$ cat src/rtl/ecp_rev_pkg.sv
package ecp_rev_pkg;
  typedef enum logic [2:0] {
    DIR_FWD,
    DIR_TRI,
    DIR_REQ,
    DIR_REV,
    DIR_RET
  } dir_state_e;

  typedef enum logic [1:0] {
    RX_IDLE,
    RX_ACK,
    RX_HOLD
  } rx_state_e;
endpackage

$ cat src/rtl/ecp_sync.sv
module ecp_sync #(
  parameter int unsigned         W       = 1,
  parameter int unsigned         STAGES  = 2,
  parameter logic [W-1:0]        RST_VAL = '0
) (
  input  logic         clk_i,
  input  logic         rst_ni,
  input  logic [W-1:0] d_i,
  output logic [W-1:0] q_o
);
  logic [W-1:0] stg [STAGES];

  for (genvar g = 0; g < STAGES; g++) begin : g_stage
    if (g == 0) begin : g_first
      always_ff @(posedge clk_i or negedge rst_ni) begin
        if (!rst_ni) stg[g] <= RST_VAL;
        else         stg[g] <= d_i;
      end
    end else begin : g_next
      always_ff @(posedge clk_i or negedge rst_ni) begin
        if (!rst_ni) stg[g] <= RST_VAL;
        else         stg[g] <= stg[g-1];
      end
    end
  end

  assign q_o = stg[STAGES-1];
endmodule

$ cat src/rtl/ecp_dir_ctrl.sv
module ecp_dir_ctrl
  import ecp_rev_pkg::*;
#(
  parameter int unsigned TRI_CYCLES = 1
) (
  input  logic clk_i,
  input  logic rst_ni,
  input  logic rev_en_i,
  input  logic ack_rev_ns_i,
  input  logic rx_busy_i,
  output logic rev_req_no,
  output logic data_oe_o,
  output logic rev_active_o,
  output logic rx_en_o
);
  localparam int unsigned CW = $clog2(TRI_CYCLES + 1);

  dir_state_e state_q, state_d;
  logic [CW-1:0] cnt_q, cnt_d;

  always_comb begin
    state_d = state_q;
    cnt_d   = cnt_q;
    unique case (state_q)
      DIR_FWD: if (rev_en_i) begin
        state_d = DIR_TRI;
        cnt_d   = '0;
      end
      DIR_TRI: begin
        cnt_d = cnt_q + 1'b1;
        if (cnt_q == CW'(TRI_CYCLES - 1)) state_d = DIR_REQ;
      end
      DIR_REQ: begin
        if (!rev_en_i)          state_d = DIR_RET;
        else if (!ack_rev_ns_i) state_d = DIR_REV;
      end
      DIR_REV: if (!rev_en_i && !rx_busy_i) state_d = DIR_RET;
      // wait for peripheral to release the bus before driving again
      DIR_RET: if (ack_rev_ns_i) state_d = DIR_FWD;
      default: state_d = DIR_FWD;
    endcase
  end

  always_ff @(posedge clk_i or negedge rst_ni) begin
    if (!rst_ni) begin
      state_q <= DIR_FWD;
      cnt_q   <= '0;
    end else begin
      state_q <= state_d;
      cnt_q   <= cnt_d;
    end
  end

  assign rev_req_no   = !(state_q == DIR_REQ || state_q == DIR_REV);
  assign data_oe_o    = (state_q == DIR_FWD);
  assign rev_active_o = (state_q == DIR_REV);
  assign rx_en_o      = (state_q == DIR_REV) && rev_en_i;
endmodule

$ cat src/rtl/ecp_byte_rx.sv
module ecp_byte_rx
  import ecp_rev_pkg::*;
#(
  parameter int unsigned DATA_W = 8
) (
  input  logic              clk_i,
  input  logic              rst_ni,
  input  logic              rx_en_i,
  input  logic              pclk_ns_i,
  input  logic              tag_s_i,
  input  logic [DATA_W-1:0] data_s_i,
  output logic              host_ack_o,
  output logic              busy_o,
  output logic              m_valid_o,
  input  logic              m_ready_i,
  output logic [DATA_W-1:0] m_data_o,
  output logic              m_cmd_o
);
  rx_state_e state_q, state_d;
  logic [DATA_W-1:0] data_d_q, data_q;
  logic              tag_d_q, cmd_q;
  logic              cap;

  always_comb begin
    state_d = state_q;
    cap     = 1'b0;
    unique case (state_q)
      RX_IDLE: if (rx_en_i && !pclk_ns_i) state_d = RX_ACK;
      // strobe was low on entry, so high here is its rising edge
      RX_ACK: if (pclk_ns_i) begin
        state_d = RX_HOLD;
        cap     = 1'b1;
      end
      RX_HOLD: if (m_ready_i) state_d = RX_IDLE;
      default: state_d = RX_IDLE;
    endcase
  end

  always_ff @(posedge clk_i or negedge rst_ni) begin
    if (!rst_ni) begin
      state_q  <= RX_IDLE;
      data_d_q <= '0;
      tag_d_q  <= 1'b0;
      data_q   <= '0;
      cmd_q    <= 1'b0;
    end else begin
      state_q  <= state_d;
      data_d_q <= data_s_i;
      tag_d_q  <= tag_s_i;
      if (cap) begin
        data_q <= data_d_q;
        cmd_q  <= !tag_d_q;
      end
    end
  end

  assign host_ack_o = (state_q != RX_IDLE);
  assign busy_o     = (state_q != RX_IDLE);
  assign m_valid_o  = (state_q == RX_HOLD);
  assign m_data_o   = data_q;
  assign m_cmd_o    = cmd_q;
endmodule

$ cat src/rtl/ecp_rev_rx.sv
module ecp_rev_rx #(
  parameter int unsigned DATA_W      = 8,
  parameter int unsigned SYNC_STAGES = 2,
  parameter int unsigned TRI_CYCLES  = 1
) (
  input  logic              clk_i,
  input  logic              rst_ni,
  input  logic              rev_en_i,
  input  logic              periph_clk_ni,
  input  logic              periph_ack_i,
  input  logic              ack_rev_ni,
  input  logic              periph_req_ni,
  input  logic [DATA_W-1:0] data_i,
  output logic              host_ack_o,
  output logic              rev_req_no,
  output logic              data_oe_o,
  output logic              rev_active_o,
  output logic              periph_req_o,
  output logic              m_valid_o,
  input  logic              m_ready_i,
  output logic [DATA_W-1:0] m_data_o,
  output logic              m_cmd_o
);
  localparam int unsigned SW = DATA_W + 4;
  localparam logic [SW-1:0] SRST = {1'b1, 1'b0, 1'b1, 1'b1, {DATA_W{1'b0}}};

  logic [SW-1:0]     sync_q;
  logic              pclk_ns, tag_s, ack_rev_ns, preq_ns;
  logic [DATA_W-1:0] data_s;
  logic              rx_en, rx_busy;

  ecp_sync #(.W(SW), .STAGES(SYNC_STAGES), .RST_VAL(SRST)) u_sync (
    .clk_i (clk_i),
    .rst_ni(rst_ni),
    .d_i   ({periph_clk_ni, periph_ack_i, ack_rev_ni, periph_req_ni, data_i}),
    .q_o   (sync_q)
  );

  assign {pclk_ns, tag_s, ack_rev_ns, preq_ns, data_s} = sync_q;
  assign periph_req_o = !preq_ns;

  ecp_dir_ctrl #(.TRI_CYCLES(TRI_CYCLES)) u_dir (
    .clk_i       (clk_i),
    .rst_ni      (rst_ni),
    .rev_en_i    (rev_en_i),
    .ack_rev_ns_i(ack_rev_ns),
    .rx_busy_i   (rx_busy),
    .rev_req_no  (rev_req_no),
    .data_oe_o   (data_oe_o),
    .rev_active_o(rev_active_o),
    .rx_en_o     (rx_en)
  );

  ecp_byte_rx #(.DATA_W(DATA_W)) u_rx (
    .clk_i     (clk_i),
    .rst_ni    (rst_ni),
    .rx_en_i   (rx_en),
    .pclk_ns_i (pclk_ns),
    .tag_s_i   (tag_s),
    .data_s_i  (data_s),
    .host_ack_o(host_ack_o),
    .busy_o    (rx_busy),
    .m_valid_o (m_valid_o),
    .m_ready_i (m_ready_i),
    .m_data_o  (m_data_o),
    .m_cmd_o   (m_cmd_o)
  );
endmodule

$ cat config.mk
export PLATFORM = sky130hd
export DESIGN_NAME = ecp_rev_rx
export DESIGN_NICKNAME = d
export VERILOG_FILES = /design/src/rtl/ecp_rev_pkg.sv /design/src/rtl/ecp_sync.sv /design/src/rtl/ecp_dir_ctrl.sv /design/src/rtl/ecp_byte_rx.sv /design/src/rtl/ecp_rev_rx.sv
export SDC_FILE = /design/constraint.sdc
export NUM_CORES = 1
export LEC_CHECK = 0
export ABC_AREA = 1
export BUFFER_PORTS_ARGS = -buffer_cell sky130_fd_sc_hd__buf_2
export CORE_AREA = 3 3 85 63
export DETAILED_ROUTE_END_ITERATION = 16
export DIE_AREA = 0 0 88 66
export PLACE_DENSITY = 0.51
export SYNTH_ARGS = -nofsm -noshare
export SYNTH_HDL_FRONTEND = slang
export SYNTH_SLANG_ARGS = --single-unit
$ cat constraint.sdc
create_clock -name clk_i -period 1.5 [get_ports clk_i]
set_input_delay 0 -clock clk_i [delete_from_list [all_inputs] [get_ports clk_i]]
set_output_delay 0 -clock clk_i [all_outputs]
set_load 0.01 [all_outputs]
* Word level (Yosys, flattened, before mapping)
Cells that the tools add are included.
** Storage, ports and cells
- Bits in registers :: 48
- Input bits :: 16
- Output and inout bits :: 15
- Logic and storage cells :: 56
** Cells by class
- $add $sub $neg :: 1
- Eq/ne operators :: 14
- Multiplexer cells :: 15
- Reductions and logical operators :: 17
** Operator list (count)
- two-way mux 3 bit :: 6
- case mux 3 bit (5 select lines) :: 1
- != test 2 bit, second input constant :: 4
- equality test 3 x 2 -> 1 bit, second input constant :: 2
- logical NOT 1 bit :: 6
- two-way mux 2 bit :: 3
- != test 2 x 1 -> 1 bit, second input constant :: 3
- case mux 2 bit (3 select lines) :: 1
- AND reduction 5 bit :: 1
- nonzero test 2 bit :: 2
- equality test 3 x 1 -> 1 bit, second input constant :: 1
- equality test 3 bit, second input constant :: 1
- logical AND 1 bit :: 3
- logical NOT 3 bit :: 1
- two-way mux 1 bit :: 3
- != test 3 bit, second input constant :: 1
- AND reduction 3 bit :: 1
- equality test 2 x 1 -> 1 bit, second input constant :: 1
- equality test 2 bit, second input constant :: 1
- logical NOT 2 bit :: 1
- case mux 1 bit (2 select lines) :: 1
- AND reduction 2 bit :: 1
- adder 1 bit, second input constant :: 1
- logical OR 1 bit :: 1

* Logic depth before layout (Yosys ltp)
- Depth after elaboration :: 5
- Mapped depth :: 7
- Mapped depth without buffers :: 7

* Modules after synthesis
A second synthesis with hierarchy kept.
** Unflattened totals
- Cell total of the unflattened synthesis :: 148
- Area total of the unflattened synthesis :: 1714.1 µm²
** Modules (own cells, without submodules)
- ecp_byte_rx :: instances 1, cells each 66, area an instance 734.5 µm²
- ecp_sync :: instances 1, cells each 36, area an instance 698.2 µm²
- ecp_dir_ctrl :: instances 1, cells each 45, area an instance 277.8 µm²
- ecp_rev_rx :: instances 1, cells each 1, area an instance 3.8 µm²

* Worst setup path before layout
OpenSTA, ideal clock, no wires.
- Kind :: reg-to-reg
- From :: register u_sync.stg (netlist bit u_sync.q_o[11])
- To :: register u_rx.data_q[0] (netlist: u_rx.m_data_o[0])
- Setup time :: 125 ps
- Arrival time :: 1044 ps
- Data required time :: 1375 ps
- Setup slack :: 331 ps
- Cell stages (with the launch flop) :: 4
- Path buffers :: 1
- Cell sequence :: dfstp_2 > nand3_2 > buf_6 > mux2_4
** On the way
- Longest elaborated chain between the ends :: 2
** Ends and longest elaborated chain
- start, declared :: RTL line ecp_sync.sv:11 : logic [W-1:0] stg [STAGES];
- start signal, assigned by index :: RTL line ecp_sync.sv:22 : else stg[g] <= stg[g-1];
- two-way mux 1 bit :: RTL line ecp_byte_rx.sv:30 : RX_ACK: if (pclk_ns_i) begin
- two-way mux 1 bit :: RTL line ecp_byte_rx.sv:27 : unique case (state_q)
- end signal, assigned :: RTL line ecp_byte_rx.sv:51 : data_q <= data_d_q;
- end, declared :: RTL line ecp_byte_rx.sv:20 : logic [DATA_W-1:0] data_d_q, data_q;
No other way between the ends.
A chain may end at the register's enable or synchronous reset.

* Final worst setup path
Same ends and word-level chain as after synthesis.

==> flow_summary.toml <==
[status]
status = "finished, final reports clean"

[synthesis]
yosysWarnings = 0
synth-seq-area-share = 0.755
synthCells = 111
syn-num-nets = 127
ys_seq_elements = 48
yosysUniqueCellTypes = 18
syn_area_um2 = 1600
synth_area_per_cell_um2 = 14.4

[sta]
fin_crit_ps = 1360
setup_viol = 0
fin_crit_sh = 0.908
tightest_slew_ps = 497
hold_viol_final = 0
maxSlewHeadroom = 0.668
slew_viol_final = 0
grt_setup_unrepaired = "false"
fmax_ghz = 0.734
skew_ps = 5.96
finalSetupTns_ps = 0

[clock_tree]
h-tree-depth = 2
clkLatencyLatePin_ps = 290
cts_sinks = 48
ctsResizeCount = 0
cts_tree = "yes"
cts_max_path_buffers = 2
path_clk_slew_ps = 80
cts_buffers = 5
cts_hold_buffers = 15
root_buffer = "clkbuf_8"
cts_setup_buffers = 0

[drt]
top_layer = "met4"
wl_met2_um = 1200
wl_met3_um = 159
via_per_inst = 4.35
wire_per_inst_um = 11.5
drtAntennaViolNets = 0
wl_met1_um = 1140
drt_iter0_markers = 81
num_vias = 961
drc = 0
drtPass1Iterations = 4
drt-total-wl_um = 2550

[setup_path]
endpoint_kind = "flip-flop"
crit_fanout = 11
worstReg2RegStart = "u_sync.q_o[11]"
cp.arrival_ps = 1540
reg2reg_to = "u_rx.m_data_o[0]"
reg2reg_depth = 2
worstSetupStartpointType = "flip-flop"
criticalPathCategory = "reg -> reg"
cp.required_ps = 1680
regToRegSetupSlack_ps = 140

[cells_and_area]
layout_commonest_cell = "dfrtp_1"
most-common-layout-cells = "dfrtp_1, buf_2, dlygate4sd3_1"
fillCellCount = 419
drive_gt1_frac = 0.360
diodes = 0
finalNonFillerCells = 221
final_nets = 179
area_growth_pct = 28.9

[pwr]
powerDensity_nw_per_um2 = 1570
ir_drop_uv = 475
p_leak_nw = 1.04

[floorplan]
ios = 31
start_util = 0.344
die_y_um = 66
core_area_um2 = 4650
die_w_um = 88
fp-row-count = 21
fp.dieArea_um2 = 5810

[min_path]
worstHoldPathType = "in -> async"

[flow_run]
cap_violations = 0

[place]
gp_congestion = 0.787
port_buffers = 30
dp_hpwl_um = 1800
placed_cells = 198

[grt]
grt_usage = 0.0991
grt_start_max_net_pins = 29
antenna_found_initial = 0
grt_pass1_vias = 920
grt_overflow = 0
grt_first_pass_wirelength_um = 4240
[cells by family (layout without fill, tap and decap cells)]
| group | count (synthesis) | in the layout | share of synthesized area |
|---|---|---|---|
| and+or+nand+nor | 36 | 36 | 0.110 |
| AOI/OAI and AO/OA | 8 | 8 | 0.0313 |
| DFF | 48 | 48 | 0.755 |
| buffers and inverters | 11 | 64 | 0.0305 |
| muxes | 8 | 8 | 0.0727 |
[cell usage after synthesis]
library cell  count  area, um2
dfrtp_1          42       1050
nand2_1          14       52.6
inv_1            10       37.5
nor2_1            9       33.8
mux2_4            7        105
dfstp_2           6        158
nand3_1           5       25.0
nand2_2           3       18.8
nand3_2           3       30.0
o21ai_0           3       15.0
a21oi_1           2       10.0
a211oi_2          1       12.5
buf_6             1       11.3
mux2_2            1       11.3
nor2_4            1       11.3
nor3_1            1       5.00
o21ai_1           1       5.00
o31ai_1           1       7.51
[how the worst max path moves through the flow]
stage | startpoint | to | slack [ps] | cells past startpoint
after floorplan | u_sync.q_o[11] | u_rx.m_data_o[0] | 330 | 3
after global placement | u_sync.q_o[11] | u_rx.m_data_o[6] | 170 | 2
after detailed placement | u_sync.q_o[11] | u_rx.m_data_o[6] | 130 | 2
after CTS | u_sync.q_o[11] | u_rx.m_data_o[0] | 120 | 2
after global routing | u_sync.q_o[11] | u_rx.m_data_o[0] | 90 | 2
final | u_sync.q_o[11] | u_rx.m_data_o[0] | 140 | 2
[per-stage QoR]
| stage | setup WS, ps | hold WS, ps | cell area [um2] | power (mW) | util |
|---|---|---|---|---|---|
| floorplan | 331 | -296 | 1600 | 2.23 | - |
| global placement | 166 | -13.6 | 1830 | 2.53 | 0.394 |
| detailed placement | 133 | -0.345 | 1830 | 2.55 | 0.394 |
| CTS | 124 | 209 | 2060 | 3.30 | 0.443 |
| global route | 92.3 | 223 | 2060 | 3.49 | 0.443 |
| finish | 138 | 203 | 2060 | 3.24 | 0.443 |
[where the power goes]
part / total [mW] / internal [mW] / switching (mW)
Sequential: 1.68 / 1.51 / 0.165
Clock: 0.701 / 0.327 / 0.374
Combinational: 0.866 / 0.417 / 0.449
Total: 3.24 / 2.26 / 0.988
[flip-flops by register name (all words and copies together) (netlist names)]
| signal | cells |
|---|---|
| u_rx.data_d_q | 8 |
| u_dir.state_q | 3 |
| u_rx.m_data_o | 8 |
| u_rx.m_cmd_o | 1 |
| u_sync.q_o | 12 |
| u_sync.stg | 12 |
| u_dir.cnt_q | 1 |
| u_rx.tag_d_q | 1 |
| u_rx.state_q | 2 |
[critical path: stages (launching register included)]
cell	delay, ps
dfstp_2	550
nand3_2	300
mux2_4	400
[metal layers]
layer,GRT usage,vias to the layer above
met5,0,-
met4,0.0517,0
met3,0.0374,6
met2,0.140,35
met1,0.132,461
li1,-,459
[final cells by class]
| type | instances | area, um2 | area share |
|---|---|---|---|
| flip-flops and latches | 48 | 1210 | 0.586 |
| repair buffers | 46 | 320 | 0.155 |
| well taps | 57 | 71.3 | 0.0346 |
| inverters | 10 | 37.5 | 0.0182 |
| clock inverters | 1 | 5.00 | 0.00243 |
| multi-input cells | 52 | 343 | 0.166 |
| clock buffers | 7 | 76.3 | 0.0370 |
Note: power is estimated with default switching activity, not from simulation.
